File: src/rtl/tac_pkg.sv
`timescale 1ns/1ps
package tac_pkg;
  // deepest selectable queue and the counter width that can hold it
  localparam int MAX_QUEUE = 6;
  localparam int QCNT_W    = $clog2(MAX_QUEUE + 1);

  // depth of the consecutive-fault queue for each select code
  function automatic logic [QCNT_W-1:0] queue_depth(input logic [1:0] sel);
    logic [QCNT_W-1:0] d;
    case (sel)
      2'b00:   d = QCNT_W'(1);
      2'b01:   d = QCNT_W'(2);
      2'b10:   d = QCNT_W'(4);
      default: d = QCNT_W'(MAX_QUEUE);
    endcase
    return d;
  endfunction
endpackage

File: src/rtl/tac_compare.sv
`timescale 1ns/1ps
module tac_compare #(
  parameter int TEMP_W = 12
) (
  input  logic [TEMP_W-1:0] temp,
  input  logic [TEMP_W-1:0] hi,
  input  logic [TEMP_W-1:0] lo,
  output logic              at_or_above_hi,
  output logic              below_lo
);
  // full-width two's-complement compare, independent of converter resolution
  always_comb begin
    at_or_above_hi = ($signed(temp) >= $signed(hi));
    below_lo       = ($signed(temp) <  $signed(lo));
  end
endmodule

File: src/rtl/tac_fault_queue.sv
`timescale 1ns/1ps
module tac_fault_queue #(
  parameter int CNT_W = 3
) (
  input  logic             clk,
  input  logic             rst,
  input  logic             clr,
  input  logic             step,
  input  logic             cond,
  input  logic [CNT_W-1:0] need,
  output logic             hit
);
  logic [CNT_W-1:0] cnt;
  logic [CNT_W-1:0] cnt_inc;

  always_comb begin
    cnt_inc = cnt + 1'b1;
    hit     = step && cond && (cnt_inc >= need);
  end

  always_ff @(posedge clk) begin
    if (rst || clr)   cnt <= '0;
    else if (step) begin
      if (cond && !hit) cnt <= cnt_inc;
      else              cnt <= '0;
    end
  end

  // the run length never reaches the queue depth without firing
  assert_cnt_below_need_R1: assert property (@(posedge clk) disable iff (rst || clr)
    cnt < need);
  // a fired queue starts the next run from zero
  assert_restart_after_hit_R1: assert property (@(posedge clk) disable iff (rst)
    hit |=> (cnt == '0));
endmodule

File: src/rtl/tac_alert_state.sv
`timescale 1ns/1ps
module tac_alert_state (
  input  logic clk,
  input  logic rst,
  input  logic gc_reset,
  input  logic int_mode,
  input  logic cfg_chg,
  input  logic mode_chg,
  input  logic pol,
  input  logic hit,
  input  logic ack_evt,
  output logic active,
  output logic phase_hi,
  output logic cause,
  output logic pin
);
  logic active_n, phase_n, cause_n;

  always_comb begin
    active_n = active;
    phase_n  = phase_hi;
    cause_n  = cause;
    if (rst || gc_reset) begin
      active_n = 1'b0;
      phase_n  = 1'b1;
      cause_n  = 1'b0;
    end else if (cfg_chg) begin
      phase_n = 1'b1;
      if (mode_chg || int_mode) active_n = 1'b0;
    end else if (int_mode && active && ack_evt) begin
      active_n = 1'b0;
      phase_n  = ~phase_hi;
    end else if (hit) begin
      if (int_mode) begin
        active_n = 1'b1;
        cause_n  = phase_hi;
      end else begin
        active_n = ~active;
        cause_n  = ~active;
      end
    end
  end

  always_ff @(posedge clk) begin
    active   <= active_n;
    phase_hi <= phase_n;
    cause    <= cause_n;
    pin      <= ~(active_n ^ pol);
  end

  // an acknowledge in interrupt mode drops a live alert
  assert_int_clear_R4: assert property (@(posedge clk) disable iff (rst)
    (int_mode && active && ack_evt && !gc_reset && !cfg_chg) |=> !active);
  // acknowledges leave a comparator-mode alert alone
  assert_cmp_ignores_ack_R3: assert property (@(posedge clk) disable iff (rst)
    (!int_mode && ack_evt && !hit && !gc_reset && !cfg_chg) |=> $stable(active));
  // register reset clears the alert and re-arms the high watch
  assert_gc_clears_R9: assert property (@(posedge clk) disable iff (rst)
    gc_reset |=> (!active && phase_hi));
  // an interrupt alert reports the limit that was being watched
  assert_cause_matches_R8: assert property (@(posedge clk) disable iff (rst)
    (int_mode && $rose(active)) |-> (cause == $past(phase_hi)));
endmodule

File: src/rtl/thermal_alert_ctrl.sv
`timescale 1ns/1ps
module thermal_alert_ctrl #(
  parameter int TEMP_W = 12
) (
  input  logic              clk,
  input  logic              rst,
  input  logic              conv_done,
  input  logic [TEMP_W-1:0] temp_result,
  input  logic [TEMP_W-1:0] lim_hi,
  input  logic [TEMP_W-1:0] lim_lo,
  input  logic [1:0]        fq_sel,
  input  logic              pol,
  input  logic              int_mode,
  input  logic              reg_read,
  input  logic              ara_win,
  input  logic              shutdown,
  input  logic              gc_reset,
  output logic              alert_pin,
  output logic              alert_active,
  output logic              alert_cause
);
  import tac_pkg::*;

  localparam int CFG_W = 3;

  logic [CFG_W-1:0]  cfg_now, cfg_q;
  logic              cfg_chg, mode_chg;
  logic              ge_hi, lt_lo;
  logic              watch_hi, cond, step, hit, ack_evt, q_clr;
  logic              active, phase_hi, cause, pin;
  logic [QCNT_W-1:0] need;

  assign cfg_now = {int_mode, fq_sel};

  always_ff @(posedge clk) begin
    cfg_q <= cfg_now;
  end

  always_comb begin
    cfg_chg  = (cfg_now != cfg_q);
    mode_chg = (int_mode != cfg_q[CFG_W-1]);
    need     = queue_depth(fq_sel);
    ack_evt  = reg_read || ara_win || shutdown;
    watch_hi = int_mode ? phase_hi : ~active;
    cond     = watch_hi ? ge_hi : lt_lo;
    step     = conv_done && !(int_mode && active);
    q_clr    = gc_reset || cfg_chg || (int_mode && active && ack_evt);
  end

  tac_compare #(.TEMP_W(TEMP_W)) u_cmp (
    .temp           (temp_result),
    .hi             (lim_hi),
    .lo             (lim_lo),
    .at_or_above_hi (ge_hi),
    .below_lo       (lt_lo)
  );

  tac_fault_queue #(.CNT_W(QCNT_W)) u_queue (
    .clk  (clk),
    .rst  (rst),
    .clr  (q_clr),
    .step (step),
    .cond (cond),
    .need (need),
    .hit  (hit)
  );

  tac_alert_state u_state (
    .clk      (clk),
    .rst      (rst),
    .gc_reset (gc_reset),
    .int_mode (int_mode),
    .cfg_chg  (cfg_chg),
    .mode_chg (mode_chg),
    .pol      (pol),
    .hit      (hit),
    .ack_evt  (ack_evt),
    .active   (active),
    .phase_hi (phase_hi),
    .cause    (cause),
    .pin      (pin)
  );

  assign alert_pin    = pin;
  assign alert_active = active;
  assign alert_cause  = cause;

  // the alert only switches on at an edge that sampled a conversion
  assert_rise_on_conv_R2: assert property (@(posedge clk) disable iff (rst)
    $rose(alert_active) |-> $past(conv_done));
  // pin level follows the alert through the polarity seen at the last edge
  assert_pin_polarity_R6: assert property (@(posedge clk) disable iff (rst)
    alert_pin == (alert_active == $past(pol)));
  // a mode switch always leaves the alert off
  assert_mode_switch_clears_R10: assert property (@(posedge clk) disable iff (rst)
    (mode_chg && !rst) |=> !alert_active);
endmodule

File: config.mk
export PLATFORM = sky130hd
export DESIGN_NAME = thermal_alert_ctrl
export DESIGN_NICKNAME = d
export VERILOG_FILES = /design/src/rtl/tac_pkg.sv /design/src/rtl/tac_compare.sv /design/src/rtl/tac_fault_queue.sv /design/src/rtl/tac_alert_state.sv /design/src/rtl/thermal_alert_ctrl.sv
export SDC_FILE = /design/constraint.sdc
export NUM_CORES = 1
export LEC_CHECK = 0
export ABC_AREA = 1
export BUFFER_PORTS_ARGS = -buffer_cell sky130_fd_sc_hd__buf_4
export CAP_MARGIN = 20
export CORE_MARGIN = 1.5
export CORE_UTILIZATION = 24
export DETAILED_ROUTE_END_ITERATION = 6
export PLACE_DENSITY_LB_ADDON = 0.12
export SYNTH_ARGS = -nofsm -noshare
export SYNTH_HDL_FRONTEND = slang
export SYNTH_SLANG_ARGS = --single-unit
File: constraint.sdc
create_clock -name clk -period 2.9 [get_ports clk]
set_input_delay 0.725 -clock clk [delete_from_list [all_inputs] [get_ports clk]]
set_output_delay 0.725 -clock clk [all_outputs]
set_load 0.05 [all_outputs]
== Yosys cells after proc, flatten, opt, wreduce, memory -nomap -nowiden ==
Cells that the tools add are included.

* Bitwise gates (word level): 6
* Magnitude comparators: 3
* Divide/modulo/power cells: 0
* Add/sub/neg operators: 1
* Mux-type cells: 10
* Shift operators: 0
* Reduce and logical (&&, ||, !) cells: 18
* Eq/ne operators: 4
* $mul: 0

{| class="wikitable"
|+ Operators by type and width
! cell !! number
|-
| $ge A12 B12 Y1 || 1
|-
| $lt A12 B12 Y1 || 1
|-
| $pmux W3 S3 || 1
|-
| $mux W1 || 8
|-
| $logic_or A1 B1 Y1 || 7
|-
| $logic_and A1 B1 Y1 || 6
|-
| $not A1 Y1 || 5
|-
| $add A3 B1 Y3 const B || 1
|-
| $ge A3 B3 Y1 || 1
|-
| $mux W3 || 1
|-
| $ne A3 B3 Y1 || 1
|-
| $reduce_and A3 Y1 || 1
|-
| $eq A2 B1 Y1 const B || 1
|-
| $eq A2 B2 Y1 const B || 1
|-
| $logic_not A1 Y1 || 2
|-
| $logic_not A2 Y1 || 1
|-
| $reduce_or A2 Y1 || 1
|-
| $ne A1 B1 Y1 || 1
|-
| $xor A1 B1 Y1 || 1
|}

* Memory bits (writable): 0
* Word-level logic and storage cells: 48
* Memory bits (read-only): 0
* Memories kept: 0
* Input port bits: 47
* Bits in registers: 10
* Latch bits: 0
* Output and inout bits: 3

== Depth between registers and ports, before layout ==
Gate-level depths: netlist of the first run.

* Word-level depth: 11
* Mapped depth: 18
* Mapped depth without buffers: 18

== Modules after synthesis ==
A second synthesis of the first run with hierarchy kept.

* Cells, all modules: 214
* Area, all modules: 1345.0 um2

{| class="wikitable"
|+ By module, submodules not included
! module !! times used !! area each (um2) !! cells each !! seq. area each (um2)
|-
| tac_compare || 1 || 669.4 || 115 || 0.0
|-
| tac_fault_queue || 1 || 250.2 || 35 || 60.1
|-
| tac_alert_state || 1 || 234.0 || 29 || 80.1
|-
| thermal_alert_ctrl || 1 || 191.4 || 35 || 60.1
|}

== Least setup slack after synthesis of the first run ==
Ideal clock, no wire load.

* Path kind: input port to flip-flop
* Start point: in lim_lo[11]
* End point: reg u_state.pin
* Buffers on the path: 0
* Stages on the path: 17
* Setup time: 0.112 ns
* Setup slack: 0.777 ns
* Arrival: 2.011 ns
* Required time: 2.788 ns
* Path through: inv_1 > ha_1 > nand2_1 > nor2_2 > nand2_1 > nor2_1 > nand2_1 > nand2_1 > nand2_1 > nand3_2 > nand3_1 > nand2_1 > nand3_1 > nand2_2 > nand2_2 > nand2_1 > nand2_1

* Longest elaborated chain between the ends: 10

{| class="wikitable"
|+ Ends and longest elaborated chain
! what !! RTL line !! source
|-
| start, declared || thermal_alert_ctrl.sv:10 || <nowiki>input logic [TEMP_W-1:0] lim_lo,</nowiki>
|-
| $lt A12 B12 Y1 || tac_compare.sv:14 || <nowiki>below_lo = ($signed(temp) < $signed(lo));</nowiki>
|-
| $mux W1 || thermal_alert_ctrl.sv:45 || <nowiki>cond = watch_hi ? ge_hi : lt_lo;</nowiki>
|-
| $logic_and A1 B1 Y1 (2 in series) || tac_fault_queue.sv:18 || <nowiki>hit = step && cond && (cnt_inc >= need);</nowiki>
|-
| $mux W1 || tac_alert_state.sv:33 || <nowiki>end else if (hit) begin</nowiki>
|-
| $mux W1 || tac_alert_state.sv:30 || <nowiki>end else if (int_mode && active && ack_evt) begin</nowiki>
|-
| $mux W1 || tac_alert_state.sv:27 || <nowiki>end else if (cfg_chg) begin</nowiki>
|-
| $mux W1 || tac_alert_state.sv:23 || <nowiki>if (rst || gc_reset) begin</nowiki>
|-
| $xor A1 B1 Y1 || tac_alert_state.sv:48 || <nowiki>pin <= ~(active_n ^ pol);</nowiki>
|-
| $not A1 Y1 || tac_alert_state.sv:48 ||
|-
| end signal, assigned || tac_alert_state.sv:48 ||
|-
| end, declared || tac_alert_state.sv:15 || <nowiki>output logic pin</nowiki>
|}

No other way between the ends.
A chain may end at the register's enable or synchronous reset.

== Worst setup path after layout of the first run ==
* Start point: in temp_result[11]
* End point: reg u_state.pin

* Longest elaborated chain between the ends: 10
* Elaborated cells between the ends (all ways): 11
* Those cells by class: order compare: 2; mux: 5; bitwise: 2; reduce/logical: 2

{| class="wikitable"
|+ Ends and longest elaborated chain
! what !! RTL line !! source
|-
| start, declared || thermal_alert_ctrl.sv:8 || <nowiki>input logic [TEMP_W-1:0] temp_result,</nowiki>
|-
| $lt A12 B12 Y1 or $ge A12 B12 Y1 (tied branches) || tac_compare.sv:14, tac_compare.sv:13 ||
|-
| $mux W1 (*) || thermal_alert_ctrl.sv:45 ||
|-
| $logic_and A1 B1 Y1 (*) (2 in series) || tac_fault_queue.sv:18 ||
|-
| $mux W1 (*) || tac_alert_state.sv:33 ||
|-
| $mux W1 (*) || tac_alert_state.sv:30 ||
|-
| $mux W1 (*) || tac_alert_state.sv:27 ||
|-
| $mux W1 (*) || tac_alert_state.sv:23 ||
|-
| $xor A1 B1 Y1 (*) || tac_alert_state.sv:48 ||
|-
| $not A1 Y1 (*) || tac_alert_state.sv:48 ||
|}

Mark *: on every way between the ends. The rest lies on a longest branch, timed or not.

==> flow_metrics.env, run 1 <==
export IMPL_gp_congestion=0.728
export IMPL_setup_viol=0
export IMPL_grt_max_degree=7
export IMPL_drtAntennaViolNets=0
export IMPL_end_kind="register"
export IMPL_syn_nets=278
export IMPL_critPathArrivalTime_ps=2260
export IMPL_synth_top_area_share_pct=27.8
export IMPL_worstMarginPinSlew_ps=294
export IMPL_path_clk_slew_ps=50
export IMPL_power_leakage_nw=1.12
export IMPL_worstReg2RegStart="u_queue.cnt[0]"
export IMPL_die_x_um=75.5
export IMPL_slew_violations=0
export IMPL_timing_rr_end="u_state.pin"
export IMPL_finish_net_count=332
export IMPL_endpoint="u_state.pin"
export IMPL_p_total_mw=0.486
export IMPL_crit_top_cell="nand2_1"
export IMPL_cts_htree_levels=1
export IMPL_final_core_util_pct=34.9
export IMPL_post_dp_hpwl_mm=2.39
export IMPL_synth_cells=203
export IMPL_numCtsBuffers=3
export IMPL_yosysTopAreaCell="ha_1"
export IMPL_yosysSeqAreaShare_pct=15.9
export IMPL_portBuffers=49
export IMPL_pwr_density_cell_mw_per_mm2=274
export IMPL_die_area_mm2=0.00570
export IMPL_drtIter0Drc=16
export IMPL_fin_crit_ps=2130
export IMPL_rr_worst_depth=14
export IMPL_r2r_slack_ps=900
export IMPL_clkLatencyLatePin_ps=240
export IMPL_cpPeakStageDelay_ps=330
export IMPL_wirelength_mm=2.63
export IMPL_rows=26
export IMPL_critPathKind="in2reg"
export IMPL_grt_first_pass_wirelength_mm=4.36
export IMPL_cts_resized=0
export IMPL_min_from="u_queue.cnt[1]"
export IMPL_wire_per_inst_um=8.06
export IMPL_areaGrowthSynthToFinish_pct=40.5
export IMPL_finalInstanceArea_mm2=0.00177
export IMPL_outcome="finished clean"
export IMPL_placed_area_mm2=0.00172
export IMPL_slew_headroom_pct=80.3
export IMPL_ys_ff_latch=10
export IMPL_synth_cell_types=20
export IMPL_grt_overflow=0
export IMPL_cap_violations=0
export IMPL_vias_per_cell=3.88
export IMPL_synthTopCellsByArea="ha_1 (28%), inv_1 (17%), nand2_1 (16%)"
export IMPL_root_buffer="clkbuf_8"
export IMPL_antenna_found_initial=0
export IMPL_skew_ps=5.55
export IMPL_rsz0062_at_grt="false"
export IMPL_cts_setup_buffers=0
export IMPL_cp_startpoint="temp_result[11]"
export IMPL_vdd_ir_drop_worst_mv=0.157
export IMPL_diodes=0
export IMPL_post_route_period_util_pct=73.5
export IMPL_yosysWarnings=0
export IMPL_cts_tree="yes"
export IMPL_hold_ws_ps=476
export IMPL_start_util_pct=24.9
export IMPL_drc=0
export IMPL_cts_sinks=10
export IMPL_fin_setup_tns_ps=0
export IMPL_die_h_um=75.5
export IMPL_vias=1264
export IMPL_syn_avg_cell_area_um2=6.21
export IMPL_clk_path_buf_depth=2
export IMPL_min_path_type="reg2reg"
export IMPL_core_mm2=0.00507
export IMPL_critical_path_slowest_cell="ha_1"
export IMPL_dr_pass1_iters=4
export IMPL_first_global_vias=1100
export IMPL_groute_usage_overall_pct=9.84
export IMPL_netlist_area_mm2=0.00126
export IMPL_drive_above_1_share_pct=23.4
export IMPL_clock_fmax_mhz=469
export IMPL_worstPathMaxFanout=4
export IMPL_num_io_pins=50
export IMPL_cp_start_kind="primary input"
export IMPL_worstPathRequired_ps=3030
export IMPL_cts_hold_buf=0
export IMPL_cp_cell_sequence="buf_4 > ha_1 > nand2_1 > inv_1 > nand2_1 > nor2_1 > nand2_1 > nand3_1 > nand2_1 > nand3_2 > nand3_1 > nand2_1 > nand3_1 > nand2_2 > nand2_2 > nand2_1 > nand2_1"
export IMPL_hold_viol=0
==> stage by stage <==
stage,worst slack [ps],std cells
2_1_floorplan,777,203
3_3_place_gp,510,322
3_5_place_dp,487,322
4_1_cts,728,326
5_1_grt,541,326
6_report,767,326
==> cell usage in the layout, fill, tap and decap left out <==
master	count
inv_1	58
nand2_1	54
buf_4	49
ha_1	28
nor2_1	12
a21oi_1	11
nand3_1	10
dfxtp_1	10
nand4_1	4
clkbuf_8	4
nor2_2	2
nand3_2	2
a21o_1	2
nand2_2	2
xor2_1	1
o21ai_1	1
o211ai_1	1
a31oi_1	1
o22ai_1	1
a211oi_1	1
or2_2	1
o21a_1	1
==> state kept, by name, summed over array words and instances, names as in the netlist <==
name,cells
cfg_q,3
u_queue.cnt,3
u_state.active,1
u_state.cause,1
u_state.phase_hi,1
u_state.pin,1
==> synth_stat cells <==
library cell / count
ha_1: 28
a211oi_1: 1
nand4_1: 4
nand3_2: 2
nand2_2: 2
inv_1: 58
a21o_1: 2
o21a_1: 1
dfxtp_1: 10
nand2_1: 54
a31oi_1: 1
nand3_1: 10
nor2_1: 12
o21ai_1: 1
a21oi_1: 11
or2_2: 1
nor2_2: 2
xor2_1: 1
o211ai_1: 1
o22ai_1: 1
==> worst max-delay path: cells and delay by family <==
kind	cells	cell delay, ps
adder cells (fa/ha/maj)	1	330
buffers and inverters	2	170
AND/OR/NAND/NOR	14	1050
==> report_power, final <==
part / switching (mW) / internal, mW / leakage, nW
clock network: 0.0567 / 0.120 / 0.0288
logic: 0.0815 / 0.0855 / 1.01
registers: 0.00136 / 0.141 / 0.0821
==> layout make-up <==
cell class,count,area [um2]
well taps,70,87.6
clock buffers,4,55.1
repair buffers,49,368
multi-input cells,135,843
fillers,604,3300
inverters,58,218
flip-flops and latches,10,200
==> worst min path at each step <==
stage,to,slack [ps],cells past startpoint
after floorplan,u_queue.cnt[1],450,2
after global placement,u_queue.cnt[1],460,2
after detailed placement,u_queue.cnt[1],470,2
after CTS,u_queue.cnt[1],480,2
after global routing,u_queue.cnt[2],520,2
final,u_queue.cnt[1],480,2
==> metal layers <==
layer	global-route usage, %	part of all wire [%]	vias to the layer above
met5	0	0	-
met1	13.6	52	509
met4	1.79	0.61	0
met2	15.2	41	26
met3	3.04	5.7	2
li1	-	-	727
==> cells by family after synthesis <==
family	Yosys count	synth area share (%)
and+or+nand+nor	87	29.7
xor gates and xnor gates	1	0.695
adders and majority gates	28	27.8
DFF	10	15.9
buffers and inverters	58	17.3
AOI/OAI and AO/OA	19	8.73
Note: power is estimated with default switching activity, not from simulation.
==> run 2: changes to the inputs <==
- clock period: 2.9 -> 2.2 ns (I/O delays scaled with it)
==> run 2 against run 1 <==
  * Sequential share of layout area is 0.095 points lower
  * Final cell count rose by 0.61%
  * Clock skew is 2.0 ps lower
  * Via count grew 0.71%
  * Register-to-register slack worse by 690 ps
  * First-iteration DRC count increased by 81%
  * Sequential cell count unchanged
==> flow_metrics.env, run 2 (synthesis results as in run 1) <==
export IMPL_slew_violations=0
export IMPL_min_path_type="in2reg"
export IMPL_layout_setup_ws_ps=214
export IMPL_core_mm2=0.00507
export IMPL_cap_violations=0
export IMPL_cts_hold_buf=0
export IMPL_post_route_period_util_pct=90.3
export IMPL_drc=0
export IMPL_crit_family="simple AND/OR/NAND/NOR gates"
export IMPL_die_h_um=75.5
export IMPL_finish_net_count=334
export IMPL_areaGrowthSynthToFinish_pct=41.7
export IMPL_pwr_share_comb_pct=35.0
export IMPL_drtIter0Drc=29
export IMPL_worstPathRequired_ps=2330
export IMPL_dr_pass1_iters=4
export IMPL_cts_sinks=10
export IMPL_antenna_found_initial=0
export IMPL_timing_rr_end="u_state.pin"
export IMPL_outcome="finished clean"
export IMPL_min_from="fq_sel[0]"
export IMPL_internal_power_mw=0.460
export IMPL_grt_overflow=0
export IMPL_cp_cell_sequence="ha_1 > xor2_1 > ha_1 > nand2_1 > o211ai_1 > nand2_1 > inv_1 > nand3_1 > nand2_1 > nand3_1 > nand2_2 > nand2_2 > nand2_1 > nand2_1"
export IMPL_die_area_mm2=0.00570
export IMPL_crit_top_cell="nand2_1"
export IMPL_rsz0062_at_grt="false"
export IMPL_switching_power_mw=0.181
export IMPL_hold_depth=1
export IMPL_r2r_slack_ps=210
export IMPL_end_kind="register"
export IMPL_power_leakage_nw=1.13
export IMPL_seqPwrFrac_pct=29.3
export IMPL_slew_headroom_pct=79.5
export IMPL_cts_htree_levels=1
export IMPL_critPathBufInv=1
export IMPL_critPathKind="reg2reg"
export IMPL_diodes=0
export IMPL_numCtsBuffers=3
export IMPL_finalInstanceArea_mm2=0.00179
export IMPL_cts_setup_buffers=0
export IMPL_dp_slack_ps=-30.4
export IMPL_first_global_vias=1101
export IMPL_setup_viol=0
export IMPL_rr_worst_depth=14
export IMPL_cpPeakStageDelay_ps=330
export IMPL_pwr_density_cell_mw_per_mm2=359
export IMPL_final_cell_mix="inv_1 (58), nand2_1 (54), buf_4 (51), ha_1 (28), nor2_1 (12)"
export IMPL_vdd_ir_drop_worst_mv=0.173
export IMPL_groute_usage_overall_pct=9.49
export IMPL_num_fill_cells=585
export IMPL_clkLatencyLatePin_ps=230
export IMPL_skew_ps=3.57
export IMPL_drtAntennaViolNets=0
export IMPL_fin_crit_ps=1990
export IMPL_vias=1273
export IMPL_min_to="cfg_q[0]"
export IMPL_p_total_mw=0.642
export IMPL_worstReg2RegStart="u_queue.cnt[0]"
export IMPL_cts_resized=0
export IMPL_switching_share_pct=28.3
export IMPL_gp_congestion=0.687
export IMPL_cp_start_kind="register"
export IMPL_clk_path_buf_depth=2
export IMPL_placed_area_mm2=0.00173
export IMPL_portBuffers=49
export IMPL_grt_first_pass_wirelength_mm=4.26
export IMPL_num_io_pins=50
export IMPL_start_util_pct=24.9
export IMPL_rows=26
export IMPL_final_common_cell="inv_1"
export IMPL_critical_path_slowest_cell="dfxtp_1"
export IMPL_worstPathMaxFanout=4
export IMPL_clockPowerShare_pct=35.8
export IMPL_critPathArrivalTime_ps=2110
export IMPL_cts_tree="yes"
export IMPL_worstMarginPinSlew_ps=306
export IMPL_reg_top3="cfg_q x3, u_queue.cnt x3"
export IMPL_vias_per_cell=3.88
export IMPL_final_core_util_pct=35.2
export IMPL_grt_max_degree=7
export IMPL_root_buffer="clkbuf_8"
export IMPL_wirelength_mm=2.57
export IMPL_post_dp_hpwl_mm=2.35
export IMPL_hold_viol=0
export IMPL_path_clk_slew_ps=50
export IMPL_die_x_um=75.5
export IMPL_drive_above_1_share_pct=24.0
export IMPL_clock_fmax_mhz=504
export IMPL_wire_per_inst_um=7.83
## run 2: cell count changes in the layout (fill, tap and decap cells not counted)
cell / before / now
buf_4: 49 / 51
## run 2: metrics by stage
step | std cells | setup TNS (ps) | hold slack (ps)
6_report | 328 | 0 | 432
5_1_grt | 328 | 0 | 426
4_1_cts | 328 | 0 | 424
3_5_place_dp | 324 | -30.4 | 468
3_3_place_gp | 324 | -0.535 | 463
2_1_floorplan | 203 | 0 | 448
## run 2: routing by layer
layer	track usage, %	share of wire (%)	up-vias
met2	14.9	43	27
met3	2.78	5.3	0
met4	1.19	0	0
li1	-	-	734
met1	13.2	51	512
met5	0	0	-
## run 2: worst max-delay path by stage
stage | endpoint | slack (ps) | start | cells after the start
global placement | u_state.pin | -0.5 | temp_result[11] | 16
CTS | u_state.pin | 200 | u_queue.cnt[0] | 14
global route | u_state.pin | 20 | u_queue.cnt[0] | 14
floorplan | u_state.pin | 250 | lim_lo[11] | 17
detailed placement | u_state.pin | -30 | temp_result[11] | 16
finish | u_state.pin | 210 | u_queue.cnt[0] | 14
## run 2: area by class of cell
| class | count | area [um2] | area share [%] |
|---|---|---|---|
| repair buffers | 51 | 383 | 21.4 |
| well taps | 70 | 87.6 | 4.90 |
| inverters | 58 | 218 | 12.2 |
| clock buffers | 4 | 55.1 | 3.08 |
| multi-input cells | 135 | 843 | 47.2 |
| flip-flops and latches | 10 | 200 | 11.2 |
## run 2: power groups by stage
| stage | Clock [mW] | Sequential [mW] | Combinational [mW] |
|---|---|---|---|
| after floorplan | 0 | 0.195 | 0.124 |
| after global placement | 0 | 0.191 | 0.229 |
| after detailed placement | 0 | 0.191 | 0.228 |
| after CTS | 0.241 | 0.188 | 0.230 |
| after global routing | 0.254 | 0.188 | 0.262 |
| final | 0.229 | 0.188 | 0.225 |
